File: config.mk
export PLATFORM = sky130hd
export DESIGN_NAME = dma_cmd_queue
export DESIGN_NICKNAME = d
export VERILOG_FILES = /design/src/rtl/dma_cq_pkg.sv /design/src/rtl/dma_cq_fifo.sv /design/src/rtl/dma_cq_beat_engine.sv /design/src/rtl/dma_cq_tag_status.sv /design/src/rtl/dma_cmd_queue.sv
export SDC_FILE = /design/constraint.sdc
export NUM_CORES = 2
export LEC_CHECK = 0
export CORE_MARGIN = 2
export CORE_UTILIZATION = 40
export DETAILED_ROUTE_END_ITERATION = 12
export SLEW_MARGIN = 40
export SYNTH_ARGS = -nofsm -noshare
export SYNTH_HDL_FRONTEND = slang
export SYNTH_SLANG_ARGS = --single-unit
File: constraint.sdc
create_clock -name clk -period 19.9 [get_ports clk]
set_clock_uncertainty 0.05 [all_clocks]
set_input_delay 3.98 -clock clk [delete_from_list [all_inputs] [get_ports clk]]
set_output_delay 3.98 -clock clk [all_outputs]
set_load 0.01 [all_outputs]
File: src/rtl/dma_cq_pkg.sv
package dma_cq_pkg;
  typedef enum logic [1:0] {
    ST_IDLE,
    ST_SRC,
    ST_LSD,
    ST_DST
  } eng_state_e;
endpackage

File: src/rtl/dma_cq_fifo.sv
module dma_cq_fifo #(
  parameter int W     = 8,
  parameter int DEPTH = 16
) (
  input  logic         clk,
  input  logic         rst_n,
  input  logic         push,
  input  logic         pop,
  input  logic [W-1:0] din,
  output logic [W-1:0] dout,
  output logic         full,
  output logic         empty
);
  localparam int AW = $clog2(DEPTH);

  logic [W-1:0] mem_q [DEPTH];
  logic [AW-1:0] wp_q, wp_d, rp_q, rp_d;
  logic [AW:0]   cnt_q, cnt_d;

  always_comb begin
    wp_d  = wp_q;
    rp_d  = rp_q;
    cnt_d = cnt_q;
    if (push) wp_d = (wp_q == AW'(DEPTH - 1)) ? '0 : wp_q + 1'b1;
    if (pop)  rp_d = (rp_q == AW'(DEPTH - 1)) ? '0 : rp_q + 1'b1;
    if (push && !pop) cnt_d = cnt_q + 1'b1;
    else if (pop && !push) cnt_d = cnt_q - 1'b1;
  end

  always_ff @(posedge clk or negedge rst_n) begin
    if (!rst_n) begin
      wp_q  <= '0;
      rp_q  <= '0;
      cnt_q <= '0;
    end else begin
      wp_q  <= wp_d;
      rp_q  <= rp_d;
      cnt_q <= cnt_d;
    end
  end

  always_ff @(posedge clk) begin
    if (push) mem_q[wp_q] <= din;
  end

  assign dout  = mem_q[rp_q];
  assign full  = (cnt_q == (AW+1)'(DEPTH));
  assign empty = (cnt_q == '0);
endmodule

File: src/rtl/dma_cq_beat_engine.sv
module dma_cq_beat_engine
  import dma_cq_pkg::*;
#(
  parameter int LA_W   = 18,
  parameter int MA_W   = 32,
  parameter int LEN_W  = 15,
  parameter int TAG_W  = 5,
  parameter int DATA_W = 128
) (
  input  logic              clk,
  input  logic              rst_n,
  input  logic              head_empty,
  input  logic [LA_W-1:0]   head_laddr,
  input  logic [MA_W-1:0]   head_maddr,
  input  logic [LEN_W-1:0]  head_len,
  input  logic              head_dir,
  input  logic [TAG_W-1:0]  head_tag,
  output logic              pop,
  output logic              done,
  output logic [TAG_W-1:0]  done_tag,
  output logic              ls_req,
  output logic              ls_we,
  output logic [LA_W-1:0]   ls_addr,
  output logic [DATA_W-1:0] ls_wdata,
  input  logic              ls_gnt,
  input  logic [DATA_W-1:0] ls_rdata,
  output logic              mem_req,
  output logic              mem_we,
  output logic [MA_W-1:0]   mem_addr,
  output logic [DATA_W-1:0] mem_wdata,
  input  logic              mem_rsp,
  input  logic [DATA_W-1:0] mem_rdata
);
  localparam int BEAT_BYTES = DATA_W / 8;
  localparam int OFS        = $clog2(BEAT_BYTES);
  localparam int BW         = LEN_W - OFS;

  eng_state_e        st_q, st_d;
  logic [LA_W-1:0]   la_q, la_d;
  logic [MA_W-1:0]   ma_q, ma_d;
  logic [BW-1:0]     beats_q, beats_d;
  logic              dir_q, dir_d;
  logic [TAG_W-1:0]  tag_q, tag_d;
  logic [DATA_W-1:0] buf_q, buf_d;
  logic              dst_ok;

  assign dst_ok = dir_q ? mem_rsp : ls_gnt;

  always_comb begin
    st_d     = st_q;
    la_d     = la_q;
    ma_d     = ma_q;
    beats_d  = beats_q;
    dir_d    = dir_q;
    tag_d    = tag_q;
    buf_d    = buf_q;
    pop      = 1'b0;
    done     = 1'b0;
    done_tag = tag_q;
    unique case (st_q)
      ST_IDLE: if (!head_empty) begin
        if (head_len == '0) begin
          pop      = 1'b1;
          done     = 1'b1;
          done_tag = head_tag;
        end else begin
          la_d    = head_laddr;
          ma_d    = head_maddr;
          beats_d = head_len[LEN_W-1:OFS];
          dir_d   = head_dir;
          tag_d   = head_tag;
          st_d    = ST_SRC;
        end
      end
      ST_SRC: begin
        if (!dir_q && mem_rsp) begin
          buf_d = mem_rdata;
          st_d  = ST_DST;
        end else if (dir_q && ls_gnt) begin
          st_d = ST_LSD;
        end
      end
      ST_LSD: begin
        buf_d = ls_rdata;
        st_d  = ST_DST;
      end
      ST_DST: if (dst_ok) begin
        if (beats_q == BW'(1)) begin
          pop  = 1'b1;
          done = 1'b1;
          st_d = ST_IDLE;
        end else begin
          la_d    = la_q + LA_W'(BEAT_BYTES);
          ma_d    = ma_q + MA_W'(BEAT_BYTES);
          beats_d = beats_q - 1'b1;
          st_d    = ST_SRC;
        end
      end
      default: st_d = ST_IDLE;
    endcase
  end

  always_ff @(posedge clk or negedge rst_n) begin
    if (!rst_n) begin
      st_q    <= ST_IDLE;
      la_q    <= '0;
      ma_q    <= '0;
      beats_q <= '0;
      dir_q   <= 1'b0;
      tag_q   <= '0;
      buf_q   <= '0;
    end else begin
      st_q    <= st_d;
      la_q    <= la_d;
      ma_q    <= ma_d;
      beats_q <= beats_d;
      dir_q   <= dir_d;
      tag_q   <= tag_d;
      buf_q   <= buf_d;
    end
  end

  assign mem_req   = ((st_q == ST_SRC) && !dir_q) || ((st_q == ST_DST) && dir_q);
  assign mem_we    = dir_q;
  assign mem_addr  = ma_q;
  assign mem_wdata = buf_q;
  assign ls_req    = ((st_q == ST_SRC) && dir_q) || ((st_q == ST_DST) && !dir_q);
  assign ls_we     = !dir_q;
  assign ls_addr   = la_q;
  assign ls_wdata  = buf_q;
endmodule

File: src/rtl/dma_cq_tag_status.sv
module dma_cq_tag_status #(
  parameter int TAG_W = 5
) (
  input  logic                clk,
  input  logic                rst_n,
  input  logic                set_en,
  input  logic [TAG_W-1:0]    set_tag,
  input  logic [2**TAG_W-1:0] clr_mask,
  output logic [2**TAG_W-1:0] status
);
  localparam int NT = 2**TAG_W;

  logic [NT-1:0] st_q, st_d;

  always_comb begin
    st_d = st_q & ~clr_mask;
    if (set_en) st_d[set_tag] = 1'b1;
  end

  always_ff @(posedge clk or negedge rst_n) begin
    if (!rst_n) st_q <= '0;
    else        st_q <= st_d;
  end

  assign status = st_q;
endmodule

File: src/rtl/dma_cmd_queue.sv
module dma_cmd_queue #(
  parameter int DEPTH     = 16,
  parameter int LA_W      = 18,
  parameter int MA_W      = 32,
  parameter int MAX_BYTES = 16384,
  parameter int TAG_W     = 5,
  parameter int DATA_W    = 128,
  parameter int LEN_W     = $clog2(MAX_BYTES) + 1
) (
  input  logic                clk,
  input  logic                rst_n,
  input  logic                cmd_valid,
  input  logic [LA_W-1:0]     cmd_laddr,
  input  logic [MA_W-1:0]     cmd_maddr,
  input  logic [LEN_W-1:0]    cmd_len,
  input  logic                cmd_dir,
  input  logic [TAG_W-1:0]    cmd_tag,
  output logic                cmd_ack,
  output logic                cmd_full,
  output logic                cmd_bad,
  output logic                ls_req,
  output logic                ls_we,
  output logic [LA_W-1:0]     ls_addr,
  output logic [DATA_W-1:0]   ls_wdata,
  input  logic                ls_gnt,
  input  logic [DATA_W-1:0]   ls_rdata,
  output logic                mem_req,
  output logic                mem_we,
  output logic [MA_W-1:0]     mem_addr,
  output logic [DATA_W-1:0]   mem_wdata,
  input  logic                mem_rsp,
  input  logic [DATA_W-1:0]   mem_rdata,
  output logic [2**TAG_W-1:0] cmpl_status,
  input  logic [2**TAG_W-1:0] cmpl_clr
);
  localparam int OFS = $clog2(DATA_W / 8);
  localparam int EW  = TAG_W + 1 + LEN_W + MA_W + LA_W;

  logic [1:0] rsync_q;
  logic       rst_int_n;

  always_ff @(posedge clk or negedge rst_n) begin
    if (!rst_n) rsync_q <= 2'b00;
    else        rsync_q <= {rsync_q[0], 1'b1};
  end
  assign rst_int_n = rsync_q[1];

  logic          well_formed, q_full, q_empty, q_push, q_pop;
  logic [EW-1:0] q_dout;

  assign well_formed = (cmd_len <= LEN_W'(MAX_BYTES)) &&
                       (cmd_len[OFS-1:0] == '0) &&
                       (cmd_laddr[OFS-1:0] == '0) &&
                       (cmd_maddr[OFS-1:0] == '0);
  assign cmd_full = cmd_valid && q_full;
  assign cmd_bad  = cmd_valid && !q_full && !well_formed;
  assign cmd_ack  = cmd_valid && !q_full && well_formed;
  assign q_push   = cmd_ack;

  dma_cq_fifo #(.W(EW), .DEPTH(DEPTH)) fifo_i (
    .clk   (clk),
    .rst_n (rst_int_n),
    .push  (q_push),
    .pop   (q_pop),
    .din   ({cmd_tag, cmd_dir, cmd_len, cmd_maddr, cmd_laddr}),
    .dout  (q_dout),
    .full  (q_full),
    .empty (q_empty)
  );

  logic             eng_done;
  logic [TAG_W-1:0] eng_tag;

  dma_cq_beat_engine #(
    .LA_W(LA_W), .MA_W(MA_W), .LEN_W(LEN_W), .TAG_W(TAG_W), .DATA_W(DATA_W)
  ) eng_i (
    .clk        (clk),
    .rst_n      (rst_int_n),
    .head_empty (q_empty),
    .head_laddr (q_dout[LA_W-1:0]),
    .head_maddr (q_dout[LA_W +: MA_W]),
    .head_len   (q_dout[LA_W+MA_W +: LEN_W]),
    .head_dir   (q_dout[LA_W+MA_W+LEN_W]),
    .head_tag   (q_dout[EW-1 -: TAG_W]),
    .pop        (q_pop),
    .done       (eng_done),
    .done_tag   (eng_tag),
    .ls_req     (ls_req),
    .ls_we      (ls_we),
    .ls_addr    (ls_addr),
    .ls_wdata   (ls_wdata),
    .ls_gnt     (ls_gnt),
    .ls_rdata   (ls_rdata),
    .mem_req    (mem_req),
    .mem_we     (mem_we),
    .mem_addr   (mem_addr),
    .mem_wdata  (mem_wdata),
    .mem_rsp    (mem_rsp),
    .mem_rdata  (mem_rdata)
  );

  dma_cq_tag_status #(.TAG_W(TAG_W)) stat_i (
    .clk      (clk),
    .rst_n    (rst_int_n),
    .set_en   (eng_done),
    .set_tag  (eng_tag),
    .clr_mask (cmpl_clr),
    .status   (cmpl_status)
  );
endmodule

==> metrics.yaml <==
synth:
  ys.flop_type: "edfxtp_1"
  synth-edff-count: 1136
  yosys.cell_types.count: 67
  async_flop_share_pct: 17.7
  synthTopCellsByCount: "edfxtp_1, mux4_2, dfrtp_1"
  ys_top_cells_by_area: "edfxtp_1, mux4_2, dfrtp_1"
  yosysMostFrequentCell: "edfxtp_1"
  synthDominantCellAreaShare_pct: 60.8
  syn_inst: 3111
  syn_area_um2: 56100
  syn_nets: 3495
  synth_seq_cells: 1380
  syn_avg_cell_area_um2: 18.0
  synth-warning-count: 0
  yosys.area.top_type: "edfxtp_1"
  seq_area_frac_synth_pct: 71.7
detailed_routing:
  first_pass_iters: 5
  drcViolationCount: 0
  drt_iter0_markers: 2917
  post_drt_wl_per_cell_um: 30.2
  vias: 31500
  ant_nets: 0
  vias_per_cell: 5.47
  wl_um: 174000
pwr:
  power_density_nw_per_um2: 122
  fin_total_pwr_uw: 8530
  ir_worst_vdd_mv: 0.101
  leakage_uw: 0.0229
floorplan:
  fp-row-count: 137
  start_util_pct: 40.2
  die_w_um: 378
  coreArea_um2: 139000
  die_h_um: 378
  die-area_um2: 143000
  io_pins: 709
global_route:
  grt-busiest-layer: "met2"
  use_met1_pct: 30.8
  antenna_found_initial: 59
  grtUsageTotal_pct: 24.1
  globalRouteOverflowTotal: 0
  grt_pass1_wl_um: 242000
  use_met3_pct: 5.66
  grt_pass1_vias: 31200
  grtUsageMet2_pct: 39.2
  grt_max_degree: 98
placed_design:
  place_congestion: 0.859
  dp_hpwl_um: 116000
  pre_cts_slack_ns: 8.17
  place_area_um2: 64700
  port_buffers: 708
clocking:
  clkLatencyLatePin_ns: 0.77
  h-tree-depth: 4
  cts.repair.resized: 0
  cts-root-buf: "clkbuf_16"
  clock_path_buffers: 3
  cts_setup_buffers: 0
  cts_tree: "yes"
  clkSinkCount: 1380
  cts.clk_slew.worst_paths_ns: 0.06
  cts_hold_buf: 0
  cts_buffers: 148
cells_and_area:
  final_cell_area_um2: 69600
  drive_above_1_share_pct: 17.9
  nets: 4129
  final_core_util_pct: 49.9
  area_growth_pct: 24.1
worst_setup_path:
  reg2reg_from: "fifo_i.rp_q[1]$_DFFE_PN0N_"
  crit_path_start_kind: "input port"
  end_kind: "output port"
  crit_path_max_incr_delay_ns: 0.78
  critical_path.max_fanout: 17
  crit_arrival_ns: 7.60
  path_common_cell: "clkdlybuf4s50_1"
  required_ns: 15.87
  cpMaxStageDelayCell: "clkdlybuf4s50_1"
  startpoint: "cmd_len[2]"
  rr_worst_depth: 18
  worstSetupPathType: "in2out"
  crit_chain: "clkdlybuf4s50_1 -> nor4_4 -> nand3_1 -> a21oi_1 -> and3_1 -> clkdlybuf4s50_1"
sta:
  tightestPinTransition_ns: 0.888
  fmax_mhz: 86.0
  grt_setup_unrepaired: "no"
  max_slew_margin_pct: 39.1
  drv_slew: 0
  setup_viol: 0
  timing.final.crit_period_ns: 11.63
  finalHoldViolCount: 0
  fin_crit_sh_pct: 58.4
  fin_setup_tns_ns: 0
  fin_ws_ns: 8.27
flow_run:
  cap_violations: 0
worst_hold_path:
  hold_class: "reg2async"
run_status:
  outcome: "complete, no violations"
## critical path, delay by kind of cell
kind / cells / cell delay [ns]
compound gates: 1 / 0.46
buf+inv: 2 / 1.42
simple gates: 3 / 1.70
## flip-flops by register name, summed over array words and instances (netlist names)
name	flops
fifo_i.rp_q	4
eng_i.mem_addr	32
eng_i.st_q	2
fifo_i.wp_q	4
eng_i.beats_q	11
eng_i.mem_we	1
eng_i.ls_wdata	128
stat_i.status	32
eng_i.ls_addr	18
rsync_q	2
eng_i.tag_q	5
fifo_i.cnt_q	5
fifo_i.mem_q	1136
## cells by family (layout without fill, tap and decap cells)
logic type,Yosys count,count (layout),synth area share [%]
DFF,1380,1380,71.7
adders and majority gates,20,20,0.460
muxes,487,487,16.0
and+or+nand+nor,496,496,4.24
AOI/OAI and AO/OA,375,375,4.05
xor gates and xnor gates,7,7,0.109
other,1,23,0.00669
buffers and inverters,345,1103,3.44
## placed cells by master, fill, tap and decap left out, drive strengths merged, types with 19 or more instances in the layout
master and count:
or3 23, clkdlybuf4s50 708, dfrtp 244, a211oi 19, nand3 23, a21oi 154, mux2i 147, edfxtp 1136
inv 55, clkbuf 193, ha 19, nand2 68, nor3 74, mux4 324, buf 71, o21ai 79
clkinv 60, diode 22, nor2 201, a31oi 52
## through the flow
step	hold slack [ns]	std cells
floorplan	0.281	3111
global placement	0.180	5458
detailed placement	0.187	5468
CTS	0.188	5742
global route	0.207	5761
finish	0.176	5767
## power breakdown
group / total, µW / switching (µW) / internal (µW)
clock network: 2700 / 1150 / 1550
logic: 2210 / 1210 / 997
registers: 3620 / 274 / 3340
## routing by layer
metal / wire, µm / share of wire (%)
met1: 68300 / 39
met2: 86000 / 49
met3: 12600 / 7.2
met4: 7200 / 4.1
met5: 180 / 0.10
## area by class of cell
type,instances,area (µm²)
inverters,50,190
well taps,1876,2350
clock inverters,81,800
repair buffers,779,7860
clock buffers,193,3990
multi-input cells,1386,14100
diodes,22,55.1
fillers,11500,69800
flip-flops and latches,1380,40200
## worst paths after layout
check	end	slack [ns]
max	cmd_ack	8.27
min	eng_i.ls_addr[2]$_DFFE_PN0P_	0.18
max reg2reg	fifo_i.cnt_q[4]$_DFFE_PN0P_	13.81
min reg2reg	eng_i.ls_addr[2]$_DFFE_PN0P_	0.18
max in group asynchronous	rsync_q[1]$_DFF_PN0_	16.33
min in group clk	rsync_q[1]$_DFF_PN0_	0.30
No activity file was read; power rests on OpenSTA's default activity.
